**src/rtl/acc_pkg.sv**
```systemverilog
package acc_pkg;
  // priority order of accumulator operations: lower index wins
  localparam int IDX_AND = 0;
  localparam int IDX_ADD = 1;
  localparam int IDX_LD  = 2;
  localparam int IDX_INP = 3;
  localparam int IDX_CLR = 4;
  localparam int IDX_CPL = 5;
  localparam int IDX_ROR = 6;
  localparam int IDX_ROL = 7;
  localparam int IDX_INC = 8;
  localparam int N_OPS   = 9;

  // instruction bit positions (decoded by the sequencer's neighbours)
  localparam int CTL_W   = 12;
  localparam int B_CLRA  = 11;
  localparam int B_CLRE  = 10;
  localparam int B_CPLA  = 9;
  localparam int B_CPLE  = 8;
  localparam int B_ROR   = 7;
  localparam int B_ROL   = 6;
  localparam int B_INC   = 5;
  localparam int B_SPOS  = 4;
  localparam int B_SNEG  = 3;
  localparam int B_SZA   = 2;
  localparam int B_SZE   = 1;
  localparam int B_INP   = 11;

  typedef enum logic [2:0] {
    E_HOLD,
    E_CARRY,
    E_FROM_LSB,
    E_FROM_MSB,
    E_CLR,
    E_CPL
  } e_sel_e;
endpackage

```
**src/rtl/acc_op_select.sv**
```systemverilog
module acc_op_select
  import acc_pkg::*;
(
  input  logic             mem_and_en,
  input  logic             mem_add_en,
  input  logic             mem_ld_en,
  input  logic             rr_en,
  input  logic             io_en,
  input  logic [CTL_W-1:0] ir_bits,
  output logic [N_OPS-1:0] grant,
  output e_sel_e           e_sel
);
  logic [N_OPS-1:0] req;
  logic             taken;

  always_comb begin
    req          = '0;
    req[IDX_AND] = mem_and_en;
    req[IDX_ADD] = mem_add_en;
    req[IDX_LD]  = mem_ld_en;
    req[IDX_INP] = io_en & ir_bits[B_INP];
    req[IDX_CLR] = rr_en & ir_bits[B_CLRA];
    req[IDX_CPL] = rr_en & ir_bits[B_CPLA];
    req[IDX_ROR] = rr_en & ir_bits[B_ROR];
    req[IDX_ROL] = rr_en & ir_bits[B_ROL];
    req[IDX_INC] = rr_en & ir_bits[B_INC];
  end

  // fixed-priority grant: first request in index order wins
  always_comb begin
    taken = 1'b0;
    grant = '0;
    for (int k = 0; k < N_OPS; k++) begin
      grant[k] = req[k] & ~taken;
      taken    = taken | req[k];
    end
  end

  // extend-flag source: the winning AC op owns E when it writes it
  always_comb begin
    if (grant[IDX_ADD])                   e_sel = E_CARRY;
    else if (grant[IDX_ROR])              e_sel = E_FROM_LSB;
    else if (grant[IDX_ROL])              e_sel = E_FROM_MSB;
    else if (rr_en && ir_bits[B_CLRE])    e_sel = E_CLR;
    else if (rr_en && ir_bits[B_CPLE])    e_sel = E_CPL;
    else                                  e_sel = E_HOLD;
  end
endmodule

```
**src/rtl/acc_next.sv**
```systemverilog
module acc_next
  import acc_pkg::*;
#(
  parameter int DATA_W = 16,
  parameter int CHAR_W = 8
) (
  input  logic [DATA_W-1:0] acc,
  input  logic              ext,
  input  logic [N_OPS-1:0]  grant,
  input  e_sel_e            e_sel,
  input  logic [DATA_W-1:0] dr,
  input  logic [CHAR_W-1:0] chr,
  output logic [DATA_W-1:0] acc_nxt,
  output logic              ext_nxt
);
  function automatic logic [DATA_W:0] add_wc(input logic [DATA_W-1:0] a,
                                             input logic [DATA_W-1:0] b);
    return {1'b0, a} + {1'b0, b};
  endfunction

  function automatic logic [DATA_W-1:0] rot_r(input logic [DATA_W-1:0] a, input logic fill);
    return {fill, a[DATA_W-1:1]};
  endfunction

  function automatic logic [DATA_W-1:0] rot_l(input logic [DATA_W-1:0] a, input logic fill);
    return {a[DATA_W-2:0], fill};
  endfunction

  logic [DATA_W:0] sum_wc;
  assign sum_wc = add_wc(acc, dr);

  always_comb begin
    if (grant[IDX_AND])      acc_nxt = acc & dr;
    else if (grant[IDX_ADD]) acc_nxt = sum_wc[DATA_W-1:0];
    else if (grant[IDX_LD])  acc_nxt = dr;
    else if (grant[IDX_INP]) acc_nxt = {acc[DATA_W-1:CHAR_W], chr};
    else if (grant[IDX_CLR]) acc_nxt = '0;
    else if (grant[IDX_CPL]) acc_nxt = ~acc;
    else if (grant[IDX_ROR]) acc_nxt = rot_r(acc, ext);
    else if (grant[IDX_ROL]) acc_nxt = rot_l(acc, ext);
    else if (grant[IDX_INC]) acc_nxt = acc + DATA_W'(1);
    else                     acc_nxt = acc;
  end

  always_comb begin
    unique case (e_sel)
      E_CARRY:    ext_nxt = sum_wc[DATA_W];
      E_FROM_LSB: ext_nxt = acc[0];
      E_FROM_MSB: ext_nxt = acc[DATA_W-1];
      E_CLR:      ext_nxt = 1'b0;
      E_CPL:      ext_nxt = ~ext;
      default:    ext_nxt = ext;
    endcase
  end
endmodule

```
**src/rtl/acc_skip.sv**
```systemverilog
module acc_skip
  import acc_pkg::*;
#(
  parameter int DATA_W = 16
) (
  input  logic              rr_en,
  input  logic [CTL_W-1:0]  ir_bits,
  input  logic [DATA_W-1:0] acc,
  input  logic              ext,
  output logic              skip
);
  function automatic logic all_zero(input logic [DATA_W-1:0] a);
    return (a == '0);
  endfunction

  logic hit_pos, hit_neg, hit_zero, hit_ez;
  assign hit_pos  = ir_bits[B_SPOS] & ~acc[DATA_W-1];
  assign hit_neg  = ir_bits[B_SNEG] &  acc[DATA_W-1];
  assign hit_zero = ir_bits[B_SZA]  &  all_zero(acc);
  assign hit_ez   = ir_bits[B_SZE]  & ~ext;
  assign skip     = rr_en & (hit_pos | hit_neg | hit_zero | hit_ez);
endmodule

```
**src/rtl/accum_core.sv**
```systemverilog
module accum_core
  import acc_pkg::*;
#(
  parameter int DATA_W = 16,
  parameter int CHAR_W = 8
) (
  input  logic              clk,
  input  logic              rst_n,
  input  logic              mem_and_en,
  input  logic              mem_add_en,
  input  logic              mem_ld_en,
  input  logic              rr_en,
  input  logic              io_en,
  input  logic [CTL_W-1:0]  ir_bits,
  input  logic [DATA_W-1:0] dr_in,
  input  logic [CHAR_W-1:0] char_in,
  output logic [DATA_W-1:0] acc_out,
  output logic              ext_out,
  output logic              skip_out
);
  logic [N_OPS-1:0]  grant;
  e_sel_e            e_sel;
  logic [DATA_W-1:0] acc_q, acc_nxt;
  logic              e_q, e_nxt;

  acc_op_select u_sel (
    .mem_and_en (mem_and_en),
    .mem_add_en (mem_add_en),
    .mem_ld_en  (mem_ld_en),
    .rr_en      (rr_en),
    .io_en      (io_en),
    .ir_bits    (ir_bits),
    .grant      (grant),
    .e_sel      (e_sel)
  );

  acc_next #(.DATA_W(DATA_W), .CHAR_W(CHAR_W)) u_next (
    .acc     (acc_q),
    .ext     (e_q),
    .grant   (grant),
    .e_sel   (e_sel),
    .dr      (dr_in),
    .chr     (char_in),
    .acc_nxt (acc_nxt),
    .ext_nxt (e_nxt)
  );

  acc_skip #(.DATA_W(DATA_W)) u_skip (
    .rr_en   (rr_en),
    .ir_bits (ir_bits),
    .acc     (acc_q),
    .ext     (e_q),
    .skip    (skip_out)
  );

  always_ff @(posedge clk) begin
    if (!rst_n) begin
      acc_q <= '0;
      e_q   <= 1'b0;
    end else begin
      acc_q <= acc_nxt;
      e_q   <= e_nxt;
    end
  end

  assign acc_out = acc_q;
  assign ext_out = e_q;

  AST_LOAD_TAKES_DR: assert property (@(posedge clk) disable iff (!rst_n)
    grant[IDX_LD] |=> acc_q == $past(dr_in));
  AST_INP_KEEPS_UPPER: assert property (@(posedge clk) disable iff (!rst_n)
    grant[IDX_INP] |=> acc_q[DATA_W-1:CHAR_W] == $past(acc_q[DATA_W-1:CHAR_W]));
  AST_CLEAR_GIVES_ZERO: assert property (@(posedge clk) disable iff (!rst_n)
    grant[IDX_CLR] |=> acc_q == '0);
  AST_E_HOLDS: assert property (@(posedge clk) disable iff (!rst_n)
    e_sel == E_HOLD |=> $stable(e_q));
  AST_SKIP_NEEDS_RR: assert property (@(posedge clk) disable iff (!rst_n)
    skip_out |-> rr_en);
  AST_IDLE_HOLDS_ACC: assert property (@(posedge clk) disable iff (!rst_n)
    grant == '0 |=> $stable(acc_q));
endmodule

```
**config.mk**
```make
export PLATFORM = sky130hd
export DESIGN_NAME = accum_core
export DESIGN_NICKNAME = d
export VERILOG_FILES = /design/src/rtl/acc_pkg.sv /design/src/rtl/acc_op_select.sv /design/src/rtl/acc_next.sv /design/src/rtl/acc_skip.sv /design/src/rtl/accum_core.sv
export SDC_FILE = /design/constraint.sdc
export NUM_CORES = 1
export LEC_CHECK = 0
export BUFFER_PORTS_ARGS = -buffer_cell sky130_fd_sc_hd__buf_2
export CAP_MARGIN = 20
export CELL_PAD_IN_SITES_DETAIL_PLACEMENT = 0
export CELL_PAD_IN_SITES_GLOBAL_PLACEMENT = 1
export CORE_MARGIN = 2
export CORE_UTILIZATION = 43
export CTS_CLUSTER_DIAMETER = 150
export CTS_CLUSTER_SIZE = 30
export DETAILED_ROUTE_END_ITERATION = 7
export GPL_TIMING_DRIVEN = 0
export PLACE_DENSITY_LB_ADDON = 0.1
export SLEW_MARGIN = 40
export SYNTH_ARGS = -nofsm -noshare
export SYNTH_HDL_FRONTEND = slang
export SYNTH_SLANG_ARGS = --single-unit
```
**constraint.sdc**
```tcl
create_clock -name clk -period 3.4 [get_ports clk]
set_input_delay 0.51 -clock clk [delete_from_list [all_inputs] [get_ports clk]]
set_output_delay 0.51 -clock clk [all_outputs]
set_load 0.005 [all_outputs]
```
==> results of run 1 <==
flip-flops by register name, summed over array words and instances, names as in the netlist:
signal   count
acc_out     16
ext_out      1
cell usage after synthesis (all sizes together), types with 4 or more instances:
cell type | number | share of area, %
o21ai | 36 | 5.9
a211oi | 6 | 1.5
and2 | 5 | 1.0
mux2i | 4 | 1.3
or2 | 4 | 0.83
a21o | 10 | 2.5
a211o | 5 | 1.4
xnor2 | 4 | 1.2
nand3 | 18 | 3.0
ha | 18 | 7.4
o21a | 7 | 1.7
clkbuf | 18 | 2.2
buf | 14 | 2.6
nor4 | 6 | 1.7
nand2 | 38 | 4.7
nor3b | 8 | 2.0
o211ai | 12 | 3.0
a221o | 5 | 1.7
a31oi | 14 | 2.9
a221oi | 4 | 1.4
nor3 | 9 | 1.5
dfxtp | 17 | 11
nand4 | 12 | 2.5
nor2b | 4 | 0.82
o221ai | 7 | 2.0
and3 | 7 | 1.4
a2111oi | 5 | 1.4
or3 | 6 | 1.4
nor2 | 30 | 3.7
a21oi | 45 | 7.4
inv | 16 | 2.0
final cells by class:
class | instances | area, µm² | share of cell area [%]
multi-input combinational | 378 | 2487 | 71.51
sequential | 17 | 340.3 | 9.784
timing repair buffer | 55 | 275.3 | 7.914
buffer | 32 | 146.4 | 4.209
tap | 96 | 120.1 | 3.453
inverter | 17 | 63.81 | 1.835
clock buffer | 4 | 45.04 | 1.295
metal layers:
| metal | wire length, µm | vias up | track usage (%) | part of all wire, % |
|---|---|---|---|---|
| li1 | - | 1861 | - | - |
| met1 | 5451 | 1832 | 45.60 | 45 |
| met2 | 5104 | 238 | 48.83 | 42 |
| met3 | 1245 | 34 | 5.372 | 10 |
| met4 | 429 | 0 | 13.01 | 3.5 |
| met5 | 0 | - | 0 | 0 |
cell usage in the layout, fill, tap and decap left out, types with 3 or more instances in the layout:
cell type	instances
o311ai_0	3
mux2i_1	4
nor2_1	30
nand4_1	12
inv_1	16
nor2b_1	4
ha_1	18
nor3_1	9
nor3b_1	8
nor4_1	5
nand3_1	18
a221o_1	5
a41oi_1	3
a21o_1	10
nand2b_1	3
a22oi_1	3
or3_1	5
o221ai_1	7
and2_1	4
o2111ai_1	3
and3_1	7
a21oi_1	45
a211oi_1	5
dfxtp_1	17
o211ai_1	12
buf_2	67
clkbuf_8	3
o21a_1	7
and4_1	3
a221oi_1	3
nand2_1	38
xnor2_1	4
a211o_1	5
clkbuf_1	19
or2_2	3
a2111oi_0	5
o21ai_0	35
a31oi_1	14
worst max-delay path by stage:
stage	startpoint	to	slack (ps)
2_1_floorplan	dr_in[6]	acc_out[13]$_SDFFE_PN0P_	1130
3_3_place_gp	dr_in[0]	acc_out[14]$_SDFFE_PN0P_	670
3_5_place_dp	dr_in[0]	acc_out[14]$_SDFFE_PN0P_	650
4_1_cts	acc_out[1]$_SDFFE_PN0P_	acc_out[12]$_SDFFE_PN0P_	790
5_1_grt	acc_out[1]$_SDFFE_PN0P_	acc_out[12]$_SDFFE_PN0P_	500
6_report	acc_out[1]$_SDFFE_PN0P_	acc_out[12]$_SDFFE_PN0P_	710
through the flow:
| step | total power (W) | instances | cell area, µm² | setup slack [ps] | hold WS (ps) |
|---|---|---|---|---|---|
| after floorplan | 0.0005597 | 444 | 3033 | 1128 | 525.1 |
| after global placement | 0.0006993 | 595 | 3428 | 670.2 | 569.8 |
| after detailed placement | 0.0007050 | 595 | 3433 | 653.0 | 563.4 |
| after CTS | 0.0008777 | 599 | 3478 | 786.5 | 575.7 |
| after global routing | 0.0009511 | 599 | 3478 | 496.6 | 634.0 |
| final | 0.0008954 | 599 | 3478 | 709.6 | 579.0 |
power groups by stage:
stage | Sequential, W | Clock [W] | Combinational [W]
2_1_floorplan | 0.000245 | 0 | 0.000315
3_3_place_gp | 0.000249 | 0 | 0.000450
3_5_place_dp | 0.000250 | 0 | 0.000455
4_1_cts | 0.000245 | 0.000175 | 0.000458
5_1_grt | 0.000250 | 0.000185 | 0.000516
6_report | 0.000246 | 0.000180 | 0.000470
worst max-delay path, delay by kind of cell, from the launching register on:
kind                       cells  cell delay, ps
buffers and inverters          1             170
AOI/OAI and AO/OA              4             970
adders and majority gates      1             500
and+or+nand+nor                2             410
DFF                            1             520
cells by family (layout without fill, tap and decap cells):
group / count (synthesis) / count (layout) / synth area share (%)
AO/OA/AOI/OAI: 188 / 188 / 42.20
multiplexers: 5 / 5 / 1.691
XOR/XNOR: 5 / 5 / 1.444
flip-flops: 17 / 17 / 11.22
buffers and inverters: 49 / 108 / 6.931
adder cells (fa/ha/maj): 19 / 19 / 8.086
AND/OR/NAND/NOR: 161 / 161 / 28.42
==> results.cfg, run 1 <==
[synthesis]
async_flop_share_pct = 0
synthesis.area_um2 = 3033
avgSynthCellArea_um2 = 6.831
synth_edf_count = 0
synth_cells = 444
synth_ff_type = dfxtp_1
synth_warnings = 0
ys_seq_elements = 17
syn_nets = 506
ys_seq_area_share_pct = 11.22
yosysUniqueCellTypes = 70

[sta]
post-route-min-period_ps = 2690
finalMaxSlewViolations = 0
tightest_slew_ps = 784.0
final.setup.tns_ps = 0
fmax_mhz = 371.7
min_period_over_period_pct = 79.13
grt_setup_unrepaired = false
setup_viol = 0
finalClockSkew_ps = 2.369
hold_violations = 0
slew_headroom_pct = 47.18

[die]
pin_count = 61
die_h_um = 87.99
die_x_um = 87.99
rows = 30
core_area_um2 = 6794
die-area_um2 = 7741
start_util_pct = 44.64

[global_route]
antenna_found_initial = 0
overflow = 0
grt_max_degree = 11
track_usage_pct = 32.35
grt_pass1_vias = 3642
grt_pass1_wl_mm = 19.14

[detailed_routing]
post_drt_wl_per_cell_um = 20.42
antenna_left = 0
drt-pass1-iter-count = 5
routed_via_density = 6.619
first_iter_violations = 439
wl_mm = 12.23
drc = 0
vias = 3965

[finish]
n_antenna_cell = 0
utilization_pct = 51.20
n_fill_cell = 720
final_layout_size_suffix_gt1_share_pct = 17.10
syn2layout_area_growth_pct = 14.69
nets = 566

[critical_path]
crit_required_ps = 3560
end_kind = register
worstSetupStartpointType = register
cp_cell_sequence = inv_1 -> fa_1 -> nor2b_1 -> o31a_1 -> o2111ai_1 -> a21oi_1 -> or2_2 -> o211ai_1
r2r_start = acc_out[1]$_SDFFE_PN0P_
r2r-end = acc_out[12]$_SDFFE_PN0P_
crit_fanout = 9
ff2ff_setup_slack_ps = 710
reg2reg_depth = 8
cp_data_arrival_time_ps = 2850
critPathSlowestCell = dfxtp_1
cpPeakStageDelay_ps = 520
worstSetupPathType = register to register

[power_and_ir_drop]
seqPwrFrac_pct = 27.5
p_sw_share_pct = 45.23
ir_drop_v = 0.0001281
p_switching_w = 0.0004050
comb_power_share_pct = 52.5
clkPwrFrac_pct = 20.1
power.leakage_nw = 1.370
powerDensity_nw_per_um2 = 257.4
p_int_w = 0.0004904

[clock_network]
cts_tree = done
postCtsHoldBufs = 0
clk_pin_slew_worst_paths_ps = 90
cts_sinks = 17
root_buffer = clkbuf_8
htreeDepth = 1
post_cts_buffers = 0
cts_buffer_depth = 2
cts-resized-gates = 0
cts-buffers-inserted = 3
clk_latency_ps = 270

[placement]
dpl.hpwl_mm = 9.145
place_congestion = 0.9781
portBuffers = 55

[min_path]
hold_path_depth = 2
min_path_type = register to register
min-delay-start = acc_out[15]$_SDFFE_PN0P_
whs_endpoint = acc_out[15]$_SDFFE_PN0P_

[status]
status = finished clean

[job]
cap_violations = 0
Power figures use the tool's default switching activity.
==> run 2, diff against run 1 <==
--- a/config.mk
+++ b/config.mk
@@ -10,7 +10,7 @@
 export CELL_PAD_IN_SITES_DETAIL_PLACEMENT = 0
 export CELL_PAD_IN_SITES_GLOBAL_PLACEMENT = 1
 export CORE_MARGIN = 2
-export CORE_UTILIZATION = 43
+export CORE_UTILIZATION = 36
 export CTS_CLUSTER_DIAMETER = 150
 export CTS_CLUSTER_SIZE = 30
 export DETAILED_ROUTE_END_ITERATION = 7
==> constraint.sdc (replaced) <==
create_clock -name clk -period 2.42 [get_ports clk]
set_input_delay 0.363 -clock clk [delete_from_list [all_inputs] [get_ports clk]]
set_output_delay 0.363 -clock clk [all_outputs]
set_load 0.005 [all_outputs]
==> run 2 against run 1 <==
Design area grew 2.9%. Worst setup slack worse by 600 ps. Sequential cell count did not move. Core utilization decreased by 7.4 points. Sequential power rose by 41%. Final cell count rose by 1.7%. Critical path depth decreased by 2. Hold slack worse by 92 ps. Clock power rose by 39%. Clock-buffer cell count unchanged. Via count is 0.28% higher. Die area up 19%.
==> results.cfg, run 2 (synthesis gave the netlist of run 1 again) <==
[clock_network]
cts_tree = done
root_buffer = clkbuf_8
htreeDepth = 1
clk_pin_slew_worst_paths_ps = 90
clk_latency_ps = 270
cts_buffer_depth = 2
cts_sinks = 17
postCtsHoldBufs = 0
cts-buffers-inserted = 3

[power_and_ir_drop]
clkPwrFrac_pct = 19.5
p_switching_w = 0.0005934
ir_drop_v = 0.0001491
seqPwrFrac_pct = 26.9
p_sw_share_pct = 45.96
power_w = 0.001291
comb_power_share_pct = 53.7
p_int_w = 0.0006977
powerDensity_nw_per_um2 = 360.8
power.leakage_nw = 1.378

[job]
cap_violations = 0

[sta]
finalClockSkew_ps = 2.056
hold_violations = 0
tightest_slew_ps = 728.1
min_period_over_period_pct = 95.54
fmax_mhz = 432.5
setup_viol = 0
grt_setup_unrepaired = false
slew_headroom_pct = 51.10
post-route-min-period_ps = 2312
finalMaxSlewViolations = 0
setup_ws_ps = 108.0

[detailed_routing]
post_drt_wl_per_cell_um = 21.43
vias = 3976
wl_mm = 13.05
antenna_left = 0
drc = 0
first_iter_violations = 350
routed_via_density = 6.529
drt-pass1-iter-count = 5

[finish]
fin_cells = 609
regArea_um2 = 341.6
n_fill_cell = 904
multi_input_area_um2 = 2567
syn2layout_area_growth_pct = 17.99
n_antenna_cell = 0
utilization_pct = 43.77
layout_commonest_cell = buf_2
final_layout_size_suffix_gt1_share_pct = 19.44
layout_common_cells = buf_2 (67), a21oi_1 (43), nand2_1 (38)
largest_reg_flops = 16
fin_area_um2 = 3578
nets = 567

[critical_path]
end_kind = output port
cpPeakStageDelay_ps = 500
critPathBufInv = 2
cp_cell_sequence = clkbuf_1 -> nor4b_1 -> a41oi_2 -> o21ai_0 -> and2_1 -> buf_2
crit_fanout = 9
crit_required_ps = 2060
worstSetupStartpointType = register
critPathSlowestCell = nor4b_1
cp_data_arrival_time_ps = 1950
worstSetupPathType = register to output port
critical_path.top_delay_family = simple AND/OR/NAND/NOR gates

[die]
die-area_um2 = 9175
rows = 33
start_util_pct = 37.10
core_area_um2 = 8175
die_h_um = 95.79
die_x_um = 95.79
pin_count = 61

[global_route]
track_usage_pct = 28.83
overflow = 0
grt_pass1_vias = 3726
antenna_found_initial = 0
grt_pass1_wl_mm = 20.19
grt_max_degree = 11

[placement]
place_congestion = 0.9540
place_ws_ps = -242.6
place_area_um2 = 3445
portBuffers = 55
place_inst = 604
dpl.hpwl_mm = 9.880

[status]
status = finished clean

[min_path]
min_path_type = primary input to register
-- run 2: cell types whose count changed in the layout (fill, tap and decap cells not counted), sizes merged --
| cell | change |
|---|---|
| buf | +1 |
-- run 2: tightest hold or removal path, stage by stage --
cell and delay, ps:
buf_2 90, o211ai_1 80, a31oi_1 180
-- run 2: final cells by class --
type,instances,area share (%)
inverter,17,1.783
clock buffer,4,1.259
sequential,17,9.545
multi-input combinational,378,71.75
timing repair buffer,56,7.902
tap,105,3.671
buffer,32,4.091
-- run 2: path summary, 6_finish.rpt --
path         cells past startpoint                startpoint  slack, ps                  endpoint
max                              6  acc_out[10]$_SDFFE_PN0P_        110                  skip_out
min                              3                  dr_in[0]        490   acc_out[0]$_SDFFE_PN0P_
min reg2reg                      2  acc_out[15]$_SDFFE_PN0P_        600  acc_out[15]$_SDFFE_PN0P_
max reg2reg                      9   acc_out[0]$_SDFFE_PN0P_        110  acc_out[14]$_SDFFE_PN0P_
-- run 2: repair_timing --
| action | in CTS | in global routing |
|---|---|---|
| setup buffers | 0 | 1 |
| cloned | 0 | 0 |
| hold endpoints to repair | 0 | 0 |
| endpoints found under the setup margin | 5 | 7 |
| gates resized for setup | 4 | 13 |
| pin swaps | 0 | 1 |
-- run 2: power groups by stage --
stage          logic, W  registers [W]  clock network [W]
2_1_floorplan  0.000442       0.000344                  0
3_3_place_gp   0.000644       0.000351                  0
3_5_place_dp   0.000647       0.000353                  0
4_1_cts        0.000655       0.000346           0.000254
5_1_grt        0.000762       0.000352           0.000265
6_report       0.000693       0.000347           0.000251
-- run 2: stage by stage --
| step | hold WS [ps] | setup TNS [ps] |
|---|---|---|
| floorplan | 525.1 | 0 |
| CTS | 474.5 | 0 |
| detailed placement | 579.1 | -917.9 |
| finish | 487.1 | 0 |
| global placement | 577.4 | -1169 |
| global route | 493.4 | 0 |
-- run 2: metal layers --
layer | part of all wire, % | wire length [µm] | vias to the layer above | GRT usage (%)
li1 | - | - | 1865 | -
met1 | 48 | 6213 | 1887 | 41.76
met2 | 43 | 5549 | 200 | 43.41
met3 | 7.2 | 945 | 24 | 4.777
met4 | 2.6 | 344 | 0 | 8.690
met5 | 0 | 0 | - | 0
==> run 3, diff against run 2 <==
--- a/config.mk
+++ b/config.mk
@@ -10,7 +10,7 @@
 export CELL_PAD_IN_SITES_DETAIL_PLACEMENT = 0
 export CELL_PAD_IN_SITES_GLOBAL_PLACEMENT = 1
 export CORE_MARGIN = 2
-export CORE_UTILIZATION = 36
+export CORE_UTILIZATION = 37
 export CTS_CLUSTER_DIAMETER = 150
 export CTS_CLUSTER_SIZE = 30
 export DETAILED_ROUTE_END_ITERATION = 7
@@ -19,4 +19,5 @@
 export SLEW_MARGIN = 40
 export SYNTH_ARGS = -nofsm -noshare
 export SYNTH_HDL_FRONTEND = slang
+export SYNTH_HIERARCHICAL = 1
 export SYNTH_SLANG_ARGS = --single-unit
==> run 3 against run 2 <==
The flow now finishes with violations (setup timing). Fmax shrank 12%. Sequential power is essentially flat. Largest cell class unchanged. Clock-buffer cell count shrank 1. Design area grew 8.8%. Sequential share of layout area shrank 0.64 points. Via count shrank 10%. Clock skew grew 10 ps. Largest power group unchanged. Core utilization grew 6.6 points. Sequential cell count is the same. Clock power shrank 11%. First-iteration DRC count shrank 43%.
==> results.cfg, run 3 <==
[critical_path]
end_kind = register
cp_data_arrival_time_ps = 2780
cpPeakStageDelay_ps = 590
ff2ff_setup_slack_ps = -70
crit_required_ps = 2570
cp_cell_sequence = buf_6 -> or4b_4 -> nor3_4 -> and3_4 -> nand3_4 -> nor3_4 -> buf_6 -> nand4_1 -> mux2i_2 -> o31ai_2 -> nor3_1 -> and2_4
critPathSlowestCell = or4b_4
crit_fanout = 5
worstSetupPathType = primary input to register
worstSetupStartpointType = primary input

[detailed_routing]
antenna_left = 0
first_iter_violations = 201
post_drt_wl_per_cell_um = 19.35
drc = 0
vias = 3560
wl_mm = 11.42
drt-pass1-iter-count = 5
routed_via_density = 6.034

[sta]
setup_viol = 16
finalClockSkew_ps = 12.19
finalMaxSlewViolations = 0
tightest_slew_ps = 678.5
min_period_over_period_pct = 108.5
hold_violations = 0
slew_headroom_pct = 54.39
grt_setup_unrepaired = true
fmax_mhz = 381.0
post-route-min-period_ps = 2625
setup_ws_ps = -204.7

[synthesis]
avgSynthCellArea_um2 = 7.298
yosys.area_share.simple_pct = 29.65
async_flop_share_pct = 0
yosysUniqueCellTypes = 80
synth_top_area_cell = dfxtp_1
synth_top_area_share_pct = 11.49
synth_compound_area_share_pct = 37.58
yosys.cell_count.top_type = nand2_1
synth_area_leaders = dfxtp_1 (11%), ha_1 (7.2%), a21oi_1 (5.7%)
synthesis.area_um2 = 2963
synth.mux.area_fraction_pct = 3.590
synth_cells = 406
synth_warnings = 6
synth_ff_type = dfxtp_1
synthXorXnorAreaFrac_pct = 4.434
synthAdderAreaFrac_pct = 7.855
ys_seq_elements = 17
ys_seq_area_share_pct = 11.49
synth_edf_count = 0
netlist_top_cells_count = nand2_1 (37), a21oi_1 (34), o21ai_0 (29)
syn_nets = 467
synth_top_family_by_area = compound AO/OA/AOI/OAI gates

[die]
die-area_um2 = 8739
rows = 32
die_x_um = 93.49
core_area_um2 = 7727
die_h_um = 93.49
pin_count = 61
start_util_pct = 38.34

[placement]
dpl.hpwl_mm = 8.669
portBuffers = 59
place_inst = 567
place_congestion = 0.9220
place_ws_ps = -762.1
place_area_um2 = 3463

[finish]
fin_area_um2 = 3894
largest_reg_flops = 16
layout_common_cells = buf_2 (62), nand2_1 (35), a21oi_1 (29)
n_antenna_cell = 0
nets = 550
final_layout_size_suffix_gt1_share_pct = 36.48
layout_commonest_cell = buf_2
syn2layout_area_growth_pct = 31.42
fin_cells = 590

[global_route]
grt_pass1_wl_mm = 18.03
grt_pass1_vias = 3281
track_usage_pct = 26.44
antenna_found_initial = 0
overflow = 0
grt_max_degree = 12

[clock_network]
clk_pin_slew_worst_paths_ps = 80
htreeDepth = 1
cts_sinks = 17
clk_latency_ps = 260
cts-buffers-inserted = 3
root_buffer = clkbuf_8
cts_buffer_depth = 2
cts_tree = done
postCtsHoldBufs = 0

[status]
violations = setup timing
status = finished, violations left

[power_and_ir_drop]
ir_drop_v = 0.0001659
power_w = 0.001089
power.leakage_nw = 1.620
powerDensity_nw_per_um2 = 279.7

[min_path]
min_path_type = primary input to register

[job]
cap_violations = 0
## run 3: changes by cell type after synthesis, moves of 7 or more
cell / change
and2_2: +13
a21oi_1: -11
buf_2: -7
o21a_1: -7
## run 3: cells by family after synthesis
family / after synthesis
flops: 17
compound gates: 154
simple gates: 154
mux: 10
fa+ha+maj: 18
xor+xnor: 15
buf+inv: 38
## run 3: power by group
part | leakage [nW] | switching, W | internal (W)
logic | 1.45 | 0.000288 | 0.000231
registers | 0.141 | 0.0000482 | 0.000297
clock network | 0.0255 | 0.000109 | 0.000115
## run 3: routing by layer
layer / GRT usage [%] / share of wire [%] / vias up
li1: - / - / 1737
met1: 38.41 / 49 / 1709
met2: 42.39 / 46 / 98
met3: 1.612 / 4.1 / 16
met4: 6.740 / 1.8 / 0
met5: 0 / 0 / -
## run 3: final timing paths
path                    startpoint                      to  cells past startpoint
max                      mem_ld_en  acc_out[15]$_SDFF_PN0_                     12
min                          rst_n   acc_out[1]$_SDFF_PN0_                      2
max reg2reg  acc_out[0]$_SDFF_PN0_  acc_out[14]$_SDFF_PN0_                      9
min reg2reg  acc_out[4]$_SDFF_PN0_   acc_out[4]$_SDFF_PN0_                      4
## run 3: repair_timing
action | CTS | global route
gates resized for setup | 39 | 29
hold endpoints to repair | 0 | 0
setup endpoints to repair | 17 | 17
buffers inserted | 15 | 5
pin swaps | 26 | 19
## run 3: stage by stage
step	utilization (%)	TNS (ps)	hold slack, ps
6_report	50.39	-1825	461.5
3_3_place_gp	44.75	-9355	755.7
2_1_floorplan	-	-1668	498.3
5_1_grt	50.39	-3292	457.2
3_5_place_dp	44.82	-9533	753.5
4_1_cts	49.03	-1251	458.5
## run 3: cell type report
cell class,instances,area [µm²]
Clock buffer,3,41.29
Multi-Input combinational cell,351,2706
Sequential cell,17,346.6
Timing Repair Buffer,79,480.5
Fill cell,784,3834
Tap cell,102,127.6
Clock inverter,1,5.005
Buffer,25,136.4
Inverter,12,50.05
## run 3: worst max-delay path: cells and delay by family
family / cells / cell delay [ps]
muxes: 1 / 230
and+or+nand+nor: 8 / 1700
AOI/OAI and AO/OA: 1 / 250
buffers and inverters: 2 / 240
